==> config.mk <==
export PLATFORM = sky130hd
export DESIGN_NAME = alu_core
export DESIGN_NICKNAME = d
export VERILOG_FILES = /design/src/rtl/alu_pkg.sv /design/src/rtl/alu_bcond.sv /design/src/rtl/alu_adder.sv /design/src/rtl/alu_logic.sv /design/src/rtl/alu_outsel.sv /design/src/rtl/alu_core.sv
export SDC_FILE = /design/constraint.sdc
export NUM_CORES = 1
export LEC_CHECK = 0
export BUFFER_PORTS_ARGS = -buffer_cell sky130_fd_sc_hd__buf_2
export CORE_UTILIZATION = 59
export DETAILED_ROUTE_END_ITERATION = 16
export PLACE_DENSITY_LB_ADDON = 0.12
export SYNTH_ARGS = -nofsm -noshare
export SYNTH_HDL_FRONTEND = slang
export SYNTH_HIERARCHICAL = 1
export SYNTH_SLANG_ARGS = --single-unit
==> constraint.sdc <==
create_clock -name vclk -period 13.1
set_input_delay 2.62 -clock vclk [all_inputs]
set_output_delay 2.62 -clock vclk [all_outputs]
set_load 0.005 [all_outputs]
==> src/rtl/alu_pkg.sv <==
package alu_pkg;

    // Conditioning applied to the second adder operand, indexed by sel[1:0]
    typedef enum logic [1:0] {
        BY_ZERO = 2'b00,
        BY_PASS = 2'b01,
        BY_INV  = 2'b10,
        BY_ONES = 2'b11
    } bcond_e;

    // Bitwise function in logic mode, indexed by sel[1:0]
    typedef enum logic [1:0] {
        LF_AND = 2'b00,
        LF_OR  = 2'b01,
        LF_XOR = 2'b10,
        LF_INV = 2'b11
    } logic_fn_e;

    typedef struct packed {
        logic       use_logic;
        logic [1:0] fn;
    } alu_sel_t;

    typedef struct packed {
        logic c;
        logic v;
        logic z;
        logic n;
    } alu_flags_t;

    function automatic alu_sel_t decode_sel(input logic [2:0] s);
        alu_sel_t d;
        d.use_logic = s[2];
        d.fn        = s[1:0];
        return d;
    endfunction

endpackage

==> src/rtl/alu_bcond.sv <==
module alu_bcond #(
    parameter int W = 8
) (
    input  logic [W-1:0] b,
    input  logic         s1,
    input  logic         s0,
    output logic [W-1:0] y
);
    // One small gate term per bit in place of a W-bit 4-to-1 multiplexer
    for (genvar i = 0; i < W; i++) begin : g_bit
        assign y[i] = (b[i] & s0) | (~b[i] & s1);
    end
endmodule

==> src/rtl/alu_adder.sv <==
module alu_adder #(
    parameter int W = 8
) (
    input  logic [W-1:0] x,
    input  logic [W-1:0] y,
    input  logic         ci,
    output logic [W-1:0] sum,
    output logic         co,
    output logic         ov
);
    logic [W:0] cy;

    assign cy[0] = ci;

    for (genvar i = 0; i < W; i++) begin : g_fa
        logic p;
        assign p       = x[i] ^ y[i];
        assign sum[i]  = p ^ cy[i];
        assign cy[i+1] = (x[i] & y[i]) | (p & cy[i]);
    end

    assign co = cy[W];
    // Signed overflow: the carry into the sign bit differs from the carry out of it
    assign ov = cy[W] ^ cy[W-1];
endmodule

==> src/rtl/alu_logic.sv <==
module alu_logic #(
    parameter int W = 8
) (
    input  logic [W-1:0]       a,
    input  logic [W-1:0]       b,
    input  alu_pkg::logic_fn_e fn,
    output logic [W-1:0]       r
);
    import alu_pkg::*;

    always_comb begin
        unique case (fn)
            LF_AND:  r = a & b;
            LF_OR:   r = a | b;
            LF_XOR:  r = a ^ b;
            default: r = ~a;
        endcase
    end
endmodule

==> src/rtl/alu_outsel.sv <==
module alu_outsel #(
    parameter int W = 8
) (
    input  logic [W-1:0]         arith_r,
    input  logic [W-1:0]         logic_r,
    input  logic                 use_logic,
    input  logic                 add_c,
    input  logic                 add_v,
    output logic [W-1:0]         r,
    output alu_pkg::alu_flags_t  f
);
    localparam int MSB = W - 1;

    always_comb begin
        if (use_logic) begin
            r   = logic_r;
            f.c = 1'b0;
            f.v = 1'b0;
        end else begin
            r   = arith_r;
            f.c = add_c;
            f.v = add_v;
        end
        f.z = ~|r;
        f.n = r[MSB];
    end
endmodule

==> src/rtl/alu_core.sv <==
module alu_core #(
    parameter int W = 8
) (
    input  logic [W-1:0] opa,
    input  logic [W-1:0] opb,
    input  logic [2:0]   sel,
    input  logic         cin,
    output logic [W-1:0] res,
    output logic         cout,
    output logic         ovf,
    output logic         zero,
    output logic         neg
);
    import alu_pkg::*;

    alu_sel_t   sd;
    alu_flags_t fl;
    logic [W-1:0] ycond;
    logic [W-1:0] sum_w;
    logic [W-1:0] lres_w;
    logic         add_co;
    logic         add_ov;

    assign sd = decode_sel(sel);

    alu_bcond #(.W(W)) u_bcond (
        .b  (opb),
        .s1 (sd.fn[1]),
        .s0 (sd.fn[0]),
        .y  (ycond)
    );

    alu_adder #(.W(W)) u_adder (
        .x   (opa),
        .y   (ycond),
        .ci  (cin),
        .sum (sum_w),
        .co  (add_co),
        .ov  (add_ov)
    );

    alu_logic #(.W(W)) u_logic (
        .a  (opa),
        .b  (opb),
        .fn (logic_fn_e'(sd.fn)),
        .r  (lres_w)
    );

    alu_outsel #(.W(W)) u_outsel (
        .arith_r   (sum_w),
        .logic_r   (lres_w),
        .use_logic (sd.use_logic),
        .add_c     (add_co),
        .add_v     (add_ov),
        .r         (res),
        .f         (fl)
    );

    assign cout = fl.c;
    assign ovf  = fl.v;
    assign zero = fl.z;
    assign neg  = fl.n;
endmodule

* Word level (Yosys, flattened, before mapping) *
Index checks and enable logic that the tools add are counted.

word-level totals
  flip-flop bits (word level) = 0
  output and inout port bits = 12

operators by class
  equal/unequal tests = 2
  mux-type cells = 3
  bitwise gates (word level) = 77
  reductions and logical operators = 3

operators with widths
  operator                                                         count
  1-bit AND                                                        32
  8-bit case mux with 3 select lines                               1
  1-bit XOR                                                        17
  1-bit OR                                                         16
  8-bit AND                                                        1
  8-bit two-way mux                                                1
  1-bit inverter                                                   8
  8-bit inverter                                                   1
  8-bit OR                                                         1
  8-bit OR reduction                                               1
  8-bit XOR                                                        1
  2-bit by 1-bit == test with 1-bit output, second input constant  1
  2-bit == test, second input constant                             1
  2-bit logical NOT                                                1
  2-bit two-way mux                                                1
  1-bit logical NOT                                                1

* Longest topological paths before layout *
  depth after elaboration = 22
  gate-level depth with buffers = 16
  mapped depth without buffers = 16

* Cells and area by module *
Netlist, hierarchy kept.

by module, submodules not included
  module      instances  cells each  area each (um^2)  sequential area each (um^2)
  alu_logic   1          50          493.0             0.0
  alu_adder   1          19          206.4             0.0
  alu_outsel  1          20          176.4             0.0
  alu_bcond   1          8           90.1              0.0

* Worst setup path after synthesis *
No wires, ideal clock.

  kind = input to output
  start = in opb[0]
  end = out zero
  arrival time = 6.285 ns
  required time = 10.480 ns
  setup slack = 4.195 ns
  cell stages on the path = 16
  buffers on the path = 0
  cells stage by stage = mux2_2 > inv_1 > fa_1 > inv_1 > fa_1 > fa_1 > fa_1 > fa_1 > fa_1 > fa_1 > inv_1 > fa_1 > inv_1 > nor2_1 > a22oi_1 > nor4_2

between the ends
  cells in the longest elaborated chain, start to end = 22

RTL lines
  item                    line              text
  start, declared         alu_core.sv:5     input logic [W-1:0] opb,
  1-bit inverter          alu_bcond.sv:11   assign y[i] = (b[i] & s0) | (~b[i] & s1);
  1-bit AND               alu_bcond.sv:11
  1-bit OR (*)            alu_bcond.sv:11
  1-bit XOR               alu_adder.sv:17   assign p = x[i] ^ y[i];
  1-bit AND               alu_adder.sv:19   assign cy[i+1] = (x[i] & y[i]) | (p & cy[i]);
  1-bit OR (*)            alu_adder.sv:19
  1-bit AND (*)           alu_adder.sv:19
  1-bit OR (*)            alu_adder.sv:19
  [... 7 more ...]        --
  1-bit OR (*)            alu_adder.sv:19
  1-bit AND (*)           alu_adder.sv:19
  1-bit OR (*)            alu_adder.sv:19
  1-bit XOR (*)           alu_adder.sv:18   assign sum[i] = p ^ cy[i];
  net sum_w[7]            alu_core.sv:19    logic [W-1:0] sum_w;
  8-bit two-way mux (*)   alu_outsel.sv:15  if (use_logic) begin
  8-bit OR reduction (*)  alu_outsel.sv:24  f.z = ~|r;
  1-bit logical NOT (*)   alu_outsel.sv:24
  end, declared           alu_core.sv:11    output logic zero,

Mark *: on every way through the listed nets, which the timed path passes. The rest lies on a longest branch.

* Final worst setup path *
  start = in sel[1]
  end = out zero

between the ends
  cells in the longest elaborated chain, start to end = 21

RTL lines
  item                    line              text
  start, declared         alu_core.sv:6     input logic [2:0] sel,
  1-bit AND (*)           alu_bcond.sv:11
  1-bit OR (*)            alu_bcond.sv:11
  net ycond[0]            alu_core.sv:18    logic [W-1:0] ycond;
  1-bit XOR               alu_adder.sv:17
  1-bit AND               alu_adder.sv:19
  1-bit OR (*)            alu_adder.sv:19
  1-bit AND (*)           alu_adder.sv:19
  1-bit OR (*)            alu_adder.sv:19
  [... 7 more ...]        --
  1-bit OR (*)            alu_adder.sv:19
  1-bit AND (*)           alu_adder.sv:19
  1-bit OR (*)            alu_adder.sv:19
  1-bit XOR (*)           alu_adder.sv:18
  net sum_w[7]            alu_core.sv:19
  8-bit two-way mux (*)   alu_outsel.sv:15
  8-bit OR reduction (*)  alu_outsel.sv:24
  1-bit logical NOT (*)   alu_outsel.sv:24

Marked as above.

==> summary.md <==
| Metric | Value |
|---|---|
| Status | completed |
| Sequential area share after synthesis | 0% |
| DRT iter0 DRCs | 2 |
| Hold_sp | sel[2] |
| Layout cell share with drive strength beyond 1 | approximately 46% |
| RSZ-0062 raised after global routing | false |
| Post-route antenna net violation count | 0 |
| Synth-to-Final Area Change | 14.8% |
| Ports | 32 |
| Post-synthesis compound-gate area fraction | ~1.3% |
| Highest clock rate | 0.106 GHz |
| Routed WL per cell | roughly 12 µm |
| Synth Area per Inst | between 9 and 10 µm² |
| Mapped Nets | around 140 |
| Reg area | 0 µm² |
| Antenna violations before repair | 0 |
| Initial Util | a little under two thirds |
| Pin count of the biggest net entering global routing | 17 |
| Post-Synth Simple-Gate Area | about 5.3% |
| Via count | approximately 730 |
| Core area | ~1500 µm² |
| CLK BUF | 0 |
| Tmin final | approximately 9.4 ns |
| DP HPWL | roughly 1500 µm |
| Setup tns final | 0 ns |
| Endpoints failing setup | 0 |
| Largest family of logic cells by synthesized area | multiplexers |
| GRT Resource Usage Total | between 20% and 30% |
| Rel. slew slack | slightly below 80% |
| Top Metal Used | met3 |
| WL met1 | about 700 µm |
| N_diodes | 0 |
| Critical Path Fanout Max | 16 |
| Adder-cell share of the synthesized area | between 30% and 40% |
| Synth Cell Area | 966 µm² |
| Most common cell after layout, fill and taps aside | inv_1 |
| Met3 WL | roughly 80 µm |
| Final period util | a little under three quarters |
| Hold path endpoint | cout |
| Max VDD drop | about 0.000025 V |
| WL met2 | ~940 µm |
| Die span in x | 42.5 µm |
| Synth top area cells | ha_1 (21%), mux4_2 (19%), fa_1 (17%) |
| Mux share of post-synthesis cell area | about two fifths |
| Post-CTS sizing | 0 |
| Crit path DAT | 6.80 ns |
| Leakage | around 0.62 nW |
| Setup crit end kind | output pin |
| RD Place Congestion | approximately 0.73 |
| Slew @ Worst Pin | about 0.34 ns |
| Slew Limit Fails | 0 |
| Residual DRC | 0 |
| Final Core Density | between 70 and 80% |
| First-pass GRT wire length | between 3000 and 4000 µm |
| Largest area contributor in the netlist | ha_1 |
| Max cap viols | 0 |
| Drt pass-1 iters | 3 |
| Hold depth | 3 |
| XOR/XNOR Fraction of Synth Area | 0.907% |
| Routed vias/inst | just over 5 |
| # rows | 14 |
| WP data required | between 10 and 15 ns |
| Final Routed Wirelength | 1710 µm |
| Power per cell area | between 40 and 50 nW/µm² |
| Seq Cell Count | 0 |
| Synth Warn # | 6 |
| Hold Buf Count CTS | 0 |
| Crit path kind | input port to output pin |
| Share of the synthesized area in the top cell type | 20.7% |
| Postcts setup bufs | 0 |
| Grt total ovfl | 0 |
| Port Buffers | 32 |
| Die area | 1800 µm² |
| Startpoint Class | input port |
| Most frequent cells in the layout | inv_1 (34), buf_2 (32), ha_1 (16) |
| Chip Height | approximately 42 µm |
| Synthesized instance count | 97 |
| Fin. Hold Viols | 0 |
| Hold Path Class | input port to output pin |
| Post-synth cell types | 16 |
| Final Net Count | 171 |
| Vias in the first global route | ~740 |
[through the flow]
| stage | area (µm²) | setup WS [ns] | cells | hold slack [ns] | total power [mW] |
|---|---|---|---|---|---|
| 3_3_place_gp | 1110 | 3.76 | 141 | 5.75 | 0.0451 |
| 6_report | 1110 | 3.68 | 141 | 5.75 | 0.0468 |
| 5_1_grt | 1110 | 3.44 | 141 | 5.78 | 0.0521 |
| 4_1_cts | 1110 | 3.67 | 141 | 5.75 | 0.0473 |
| 3_5_place_dp | 1110 | 3.67 | 141 | 5.75 | 0.0471 |
| 2_1_floorplan | 966 | 4.19 | 97 | 5.38 | 0.0320 |
[per-layer routing]
metal / GRT usage, % / vias to the layer above
met5: 0 / -
met4: 0 / 0
met3: 0.862 / 0
met2: 40.3 / 22
met1: 26.0 / 343
li1: - / 368
[final cells by class]
cell class / instances / area, µm²
repair buffers: 32 / 160
fillers: 134 / 415
well taps: 16 / 20.0
multi-input cells: 59 / 801
inverters: 34 / 128
[worst max-delay path, stage by stage]
cell     delay (ns)
buf_2          0.21
mux2_2         0.30
inv_1          0.08
fa_1           0.18
inv_1          0.05
fa_1           0.38
fa_1           0.38
fa_1           0.39
fa_1           0.40
fa_1           0.39
fa_1           0.42
inv_1          0.09
fa_1           0.40
inv_1          0.08
nor2_1         0.05
a22oi_1        0.17
nor4_2         0.07
buf_2          0.13
[cells in the mapped netlist]
cell type,number
mux2_4,2
inv_1,34
a22oi_1,1
buf_4,2
a21oi_1,1
fa_1,8
nor4_1,1
and2b_1,2
buf_6,2
nor3_1,2
nor4_2,1
ha_1,16
xnor2_1,1
mux2_2,14
mux4_2,8
nor2_1,2
[report_power, final]
group          total, mW  switching (mW)  internal, mW  leakage, nW
Combinational     0.0468          0.0216        0.0251        0.617
Clock                  0               0             0            0
Sequential             0               0             0            0
Total             0.0468          0.0216        0.0251        0.617
[worst max path at each step]
stage          slack [ns]  startpoint  endpoint  cells after the start
3_5_place_dp         3.67      sel[0]      zero                     18
4_1_cts              3.67      sel[1]      zero                     18
6_report             3.68      sel[1]      zero                     18
3_3_place_gp         3.76      sel[1]      zero                     18
5_1_grt              3.44      sel[1]      zero                     18
2_1_floorplan        4.19      opb[0]      zero                     16
[cells by family after synthesis]
family,count (synthesis)
xor gates and xnor gates,1
and+or+nand+nor,8
buffers and inverters,38
adders and majority gates,24
muxes,24
AOI/OAI and AO/OA,2
Power figures use the tool's default switching activity.
